<file path="config.mk">
export PLATFORM = sky130hd
export DESIGN_NAME = fmul_special_resolve
export DESIGN_NICKNAME = d
export VERILOG_FILES = /design/src/rtl/fmul_special_resolve.sv
export SDC_FILE = /design/constraint.sdc
export NUM_CORES = 1
export LEC_CHECK = 0
export BUFFER_PORTS_ARGS = -buffer_cell sky130_fd_sc_hd__buf_2
export CAP_MARGIN = 20
export CORE_ASPECT_RATIO = 0.5
export CORE_UTILIZATION = 30
export DETAILED_ROUTE_END_ITERATION = 6
export GPL_TIMING_DRIVEN = 0
export PLACE_DENSITY_LB_ADDON = 0.3
export SLEW_MARGIN = 10
export SYNTH_ARGS = -nofsm -noshare
export SYNTH_HDL_FRONTEND = slang
export SYNTH_SLANG_ARGS = --single-unit
</file>
<file path="constraint.sdc">
create_clock -name vclk -period 2
set_input_delay 0.1 -clock vclk [all_inputs]
set_output_delay 0.1 -clock vclk [all_outputs]
set_load 0.02 [all_outputs]
</file>
<file path="src/rtl/fmul_special_resolve.sv">
module fmul_special_resolve (
  input  logic [63:0] op_a,
  input  logic [63:0] op_b,
  input  logic        inv_trap_en,
  output logic        byp_valid,
  output logic [63:0] byp_result,
  output logic        inv_flag_set,
  output logic        inv_trap_req
);

  localparam logic [10:0] EXP_ONES = 11'h7FF;
  localparam logic [63:0] QNAN_DFLT = 64'h7FF8_0000_0000_0000;

  logic [10:0] a_exp, b_exp;
  logic [51:0] a_man, b_man;
  logic        a_expmax, b_expmax, a_manz, b_manz;
  logic        a_nan, b_nan, a_snan, b_snan, a_inf, b_inf, a_zero, b_zero;
  logic        res_sign;

  assign a_exp = op_a[62:52];
  assign b_exp = op_b[62:52];
  assign a_man = op_a[51:0];
  assign b_man = op_b[51:0];

  assign a_expmax = (a_exp == EXP_ONES);
  assign b_expmax = (b_exp == EXP_ONES);
  assign a_manz   = (a_man == '0);
  assign b_manz   = (b_man == '0);

  assign a_nan  = a_expmax & ~a_manz;
  assign b_nan  = b_expmax & ~b_manz;
  assign a_snan = a_nan & ~a_man[51];
  assign b_snan = b_nan & ~b_man[51];
  assign a_inf  = a_expmax & a_manz;
  assign b_inf  = b_expmax & b_manz;
  assign a_zero = (a_exp == '0) & a_manz;
  assign b_zero = (b_exp == '0) & b_manz;

  assign res_sign = op_a[63] ^ op_b[63];

  logic        hit;
  logic        invalid;
  logic [63:0] pick;

  always_comb begin
    hit     = 1'b1;
    invalid = 1'b0;
    pick    = '0;
    if (a_nan) begin
      if (a_snan) begin
        invalid = 1'b1;
        pick    = op_a | (64'd1 << 51);
      end else if (b_snan) begin
        invalid = 1'b1;
        pick    = op_b | (64'd1 << 51);
      end else begin
        pick = op_a;
      end
    end else if (a_inf && !b_nan) begin
      if (b_zero) begin
        invalid = 1'b1;
        pick    = QNAN_DFLT;
      end else begin
        pick = {res_sign, EXP_ONES, 52'd0};
      end
    end else if (b_nan) begin
      if (b_snan) begin
        invalid = 1'b1;
        pick    = op_b | (64'd1 << 51);
      end else begin
        pick = op_b;
      end
    end else if (b_inf) begin
      if (a_zero) begin
        invalid = 1'b1;
        pick    = QNAN_DFLT;
      end else begin
        pick = {res_sign, EXP_ONES, 52'd0};
      end
    end else if (a_zero || b_zero) begin
      pick = {res_sign, 63'd0};
    end else begin
      hit = 1'b0;
    end
  end

  assign inv_trap_req = invalid & inv_trap_en;
  assign inv_flag_set = invalid & ~inv_trap_en;
  assign byp_valid    = hit & ~inv_trap_req;
  assign byp_result   = byp_valid ? pick : 64'd0;

  always_comb begin

    trap_flag_excl_chk: assert (!(inv_trap_req && inv_flag_set));

    trap_needs_en_chk: assert (!inv_trap_req || inv_trap_en);

    trap_kills_result_chk: assert (!inv_trap_req || !byp_valid);

    idle_result_zero_chk: assert (byp_valid || byp_result == 64'd0);

    flag_gives_qnan_chk: assert (!inv_flag_set ||
      (byp_valid && byp_result[62:52] == EXP_ONES && byp_result[51]));

    inf_zero_sign_chk: assert (!(byp_valid && byp_result[51:0] == '0 &&
      (byp_result[62:52] == '0 || byp_result[62:52] == EXP_ONES)) ||
      byp_result[63] == res_sign);
  end

endmodule

</file>
# ---- Yosys cells after proc, flatten, opt, wreduce, memory -nomap -nowiden
# Cells that the tools add are included.
dict set report totals {
  regBits 0
  input_bits 129
  out_inout_bits 67
}
dict set report classes {
  n_eq_ne 2
  n_mux 24
  bitwise 18
  reduce_logical 7
}
# op count
set ops {}
lappend ops {{$mux W64} 10}
lappend ops {{$logic_not A52 Y1} 2}
lappend ops {{$mux W52} 1}
lappend ops {{$eq A11 B11 Y1 const B} 2}
lappend ops {{$logic_not A11 Y1} 2}
lappend ops {{$mux W1} 13}
lappend ops {{$and A1 B1 Y1} 11}
lappend ops {{$not A1 Y1} 6}
lappend ops {{$logic_and A1 B1 Y1} 1}
lappend ops {{$logic_not A1 Y1} 1}
lappend ops {{$logic_or A1 B1 Y1} 1}
lappend ops {{$xor A1 B1 Y1} 1}

# ---- Logic depth before layout (Yosys ltp)
dict set report logic_depth {
  word_depth 12
  ltp_mapped 8
  mapped_depth_nobuf 7
}

# ---- Least setup slack after synthesis
# OpenSTA, ideal clock, no wires.
dict set report synth_path {
  path_type {in2out}
  start {input op_a[0]}
  end {output byp_result[54]}
  arrival_time_ns 2.236
  path_slack_ns -0.336
  cell_stages 8
  path_buffers 1
  cell_sequence {nor4_2 nand4_1 or4_1 a2111o_1 nor2_4 a211oi_2 buf_2 nor2_1}
}
dict set report synth_via {
  elab_chain_len 11
  word_cells_on_any_way 26
}
# element line_no
set synth_lines {}
lappend synth_lines {{start: declaration} 2} ;# input logic [63:0] op_a,
lappend synth_lines {{$logic_not A52 Y1 (*)} 27} ;# assign a_manz = (a_man == '0);
lappend synth_lines {{$and A1 B1 Y1} 36} ;# assign a_zero = (a_exp == '0) & a_manz;
lappend synth_lines {{$mux W1} 74} ;# if (a_zero) begin
lappend synth_lines {{$mux W1} 73} ;# end else if (b_inf) begin
lappend synth_lines {{$mux W1} 66} ;# end else if (b_nan) begin
lappend synth_lines {{$mux W1} 59} ;# end else if (a_inf && !b_nan) begin
lappend synth_lines {{$mux W1 (*)} 49} ;# if (a_nan) begin
lappend synth_lines {{$and A1 B1 Y1 (*)} 87} ;# assign inv_trap_req = invalid & inv_trap_en;
lappend synth_lines {{via inv_trap_req} 8} ;# output logic inv_trap_req
lappend synth_lines {{$not A1 Y1 (*)} 89} ;# assign byp_valid = hit & ~inv_trap_req;
lappend synth_lines {{$and A1 B1 Y1 (*)} 89}
lappend synth_lines {{$mux W64 (*)} 90} ;# assign byp_result = byp_valid ? pick : 64'd0;
lappend synth_lines {{end: declaration} 6} ;# output logic [63:0] byp_result,
# The timed path passes the listed nets; every way through them passes the cells marked *.

# ---- Worst setup path in the final report
dict set report layout_path {
  start {input op_a[32]}
  end {output byp_result[15]}
}
dict set report layout_via {
  elab_chain_len 11
  word_cells_on_any_way 26
}
# element line_no
set layout_lines {}
lappend layout_lines {{$logic_not A52 Y1 (*)} 27}
lappend layout_lines {{$and A1 B1 Y1} 36}
lappend layout_lines {{$mux W1} 74}
lappend layout_lines {{$mux W1} 73}
lappend layout_lines {{$mux W1} 66}
lappend layout_lines {{$mux W1} 59}
lappend layout_lines {{$mux W1} 49}
lappend layout_lines {{$and A1 B1 Y1} 87}
lappend layout_lines {{$not A1 Y1} 89}
lappend layout_lines {{$and A1 B1 Y1} 89}
lappend layout_lines {{$mux W64 (*)} 90}
# Every way passes the cells marked *; elsewhere a longest branch is shown, timed or not.

==> metrics <==
sequential cells 0; Seq/Total Area, Yosys 0; DRC 0; area fraction of the dominant cell type after synthesis 0.257; nets@finish 569; Design Area, Final 3840 um2; Final Setup Violations 67; FMAX 376 MHz; Initial Util 0.326; post-synth cell types 40; vias in the first global route 2555; Slew Limit Fails 0; failing checks negative setup slack; Synth area leader a22oi_1; Ports 196; core area 4570 um2; cells after synthesis 224; CP Launch Type primary input; status finished, violations left; Yosys Warn Count 0; crit path time final 2.66 ns; Int Pwr 127 uW; Max Cap Viol 0; GRT Overall Usage 0.272; Worst EP arrival 2.56 ns; register area 0 um2; Clk pwr share 0; combinational cell fraction of total power 1.000; Post-Route WL 9260 um; WL per Instance 18.4 um; Post-DP HPWL 6090 um; antenna violations before repair 0; Routed Antenna Nets 0; vias per cell 5.76; critical path required time 1.90 ns; vias post-DR 2905; First DRT Iteration DRCs 147; Area after DPL 2920 um2; clock buffers 0; Power Total 263 uW; GRT overflow 0; Max transition margin 0.277; GP Congestion 0.870; worst setup path class in2out; Peak VDD IR 0.0419 mV; worst-margin pin slew 1.08 ns; Final Hold Violating Endpoints 0; synth top area cells a22oi_1, nor2_2, nor4_1; Leak 1.40 nW; worst setup margin -0.663 ns; unrepaired setup endpoints after global routing true; FP Rows 17; Diodes inserted 0; Synth Net Count 353; Final period util 1.33; Post-CTS Hold Fix Bufs 0; average size of a mapped cell 6.65 um2; Switch Pwr 136 uW; Switching Share 0.518; Critical Path Fanout Max 10; Die Wd 102 um; Area Overhead vs Synth 158%; Die ar. 5270 um2; register share of total power 0; # fillers 263; mapped cell area 1490 um2; hold crit path type in2out; fraction of layout cells with a size suffix above 1 0.751; critical path capture point type primary output; die height 51.8 um; first-pass GRT wire length 11500 um; DR pass1 iterations 5; Buffers on Ports 196; largest net degree at the start of global routing 11; PwrDens 68.6 nW/um2
-- metal layers --
layer / global-route usage / share of wire
met1: 0.329 / 0.37
met2: 0.547 / 0.53
met3: 0.00806 / 0.061
met4: 0.0411 / 0.037
met5: 0 / 0
-- what timing repair did --
action,CTS,global route
setup buffers,12,5
cloned,0,2
gates resized for setup,111,92
setup endpoints to repair,67,67
pin swaps,13,21
-- critical path, cell delays in order --
cell     delay [ns]
buf_8          0.10
nor4_4         0.32
nand3_2        0.15
buf_4          0.18
nor4_4         0.40
o21ai_2        0.11
o221a_1        0.26
o31ai_4        0.36
buf_12         0.20
buf_12         0.18
nor2_4         0.06
buf_6          0.13
-- placed cells by master (no fill, tap or decap), types with 3 or more instances in the layout --
cell type and count:
nor4_1 13, a22oi_1 51, nand2_1 5, a21oi_1 5, nor4_2 6, nor2_2 5, nor3_1 4, clkbuf_2 5
buf_2 123, buf_4 29, buf_6 60, nand4_1 8, nor2_4 62, buf_12 6, nor4_4 14, nand3_1 3
-- synthesized netlist by cell type (all sizes together) --
cell / count
a211oi: 2
mux2: 1
inv: 3
or2: 1
nand3: 4
o22ai: 1
a21boi: 1
buf: 6
a2111o: 1
nor3b: 1
or3: 2
and3: 1
a21o: 1
nor2b: 2
nand2b: 2
nand2: 5
a22oi: 51
and2: 1
or4: 1
nand4: 8
nor4: 33
a31oi: 1
nor2: 69
clkbuf: 11
a22o: 1
a32oi: 1
o21ai: 2
o31ai: 1
o221a: 1
a21oi: 5
nor3: 4
-- layout make-up --
| type | count | area [um2] | area share |
|---|---|---|---|
| Multi-Input combinational cell | 204 | 1950 | 0.508 |
| Timing Repair Buffer | 214 | 1590 | 0.414 |
| Buffer | 17 | 205 | 0.0535 |
| Tap cell | 66 | 82.6 | 0.0215 |
| Inverter | 3 | 11.3 | 0.00293 |
-- power by group through the flow --
| stage | Combinational, mW | Clock (mW) | Sequential [mW] |
|---|---|---|---|
| floorplan | 0.0274 | 0 | 0 |
| global placement | 0.196 | 0 | 0 |
| detailed placement | 0.202 | 0 | 0 |
| CTS | 0.224 | 0 | 0 |
| global route | 0.277 | 0 | 0 |
| finish | 0.263 | 0 | 0 |
-- stage by stage --
step                 util  setup TNS [ns]  setup WS [ns]  cells  hold WS (ns)
CTS                 0.743          -34.95         -0.563    498         0.478
global route        0.839          -47.72         -0.750    504         0.492
detailed placement  0.639          -55.07         -0.883    486         0.474
floorplan               -          -13.08         -0.224    224         0.279
global placement    0.639          -55.73         -0.888    486         0.477
finish              0.839          -41.58         -0.663    504         0.480
-- path summary, 6_finish.rpt --
kind,from,to,slack [ns],cells past startpoint
setup / recovery,op_a[32],byp_result[15],-0.66,12
hold / removal,inv_trap_en,inv_flag_set,0.48,3
-- cells by family (layout without fill, tap and decap cells) --
family,count (synthesis),in the layout,share of synthesized area
buffers and inverters,20,234,0.0898
AO/OA/AOI/OAI,69,69,0.354
AND/OR/NAND/NOR,134,134,0.548
multiplexers,1,1,0.00756
Note: power is estimated with default switching activity, not from simulation.
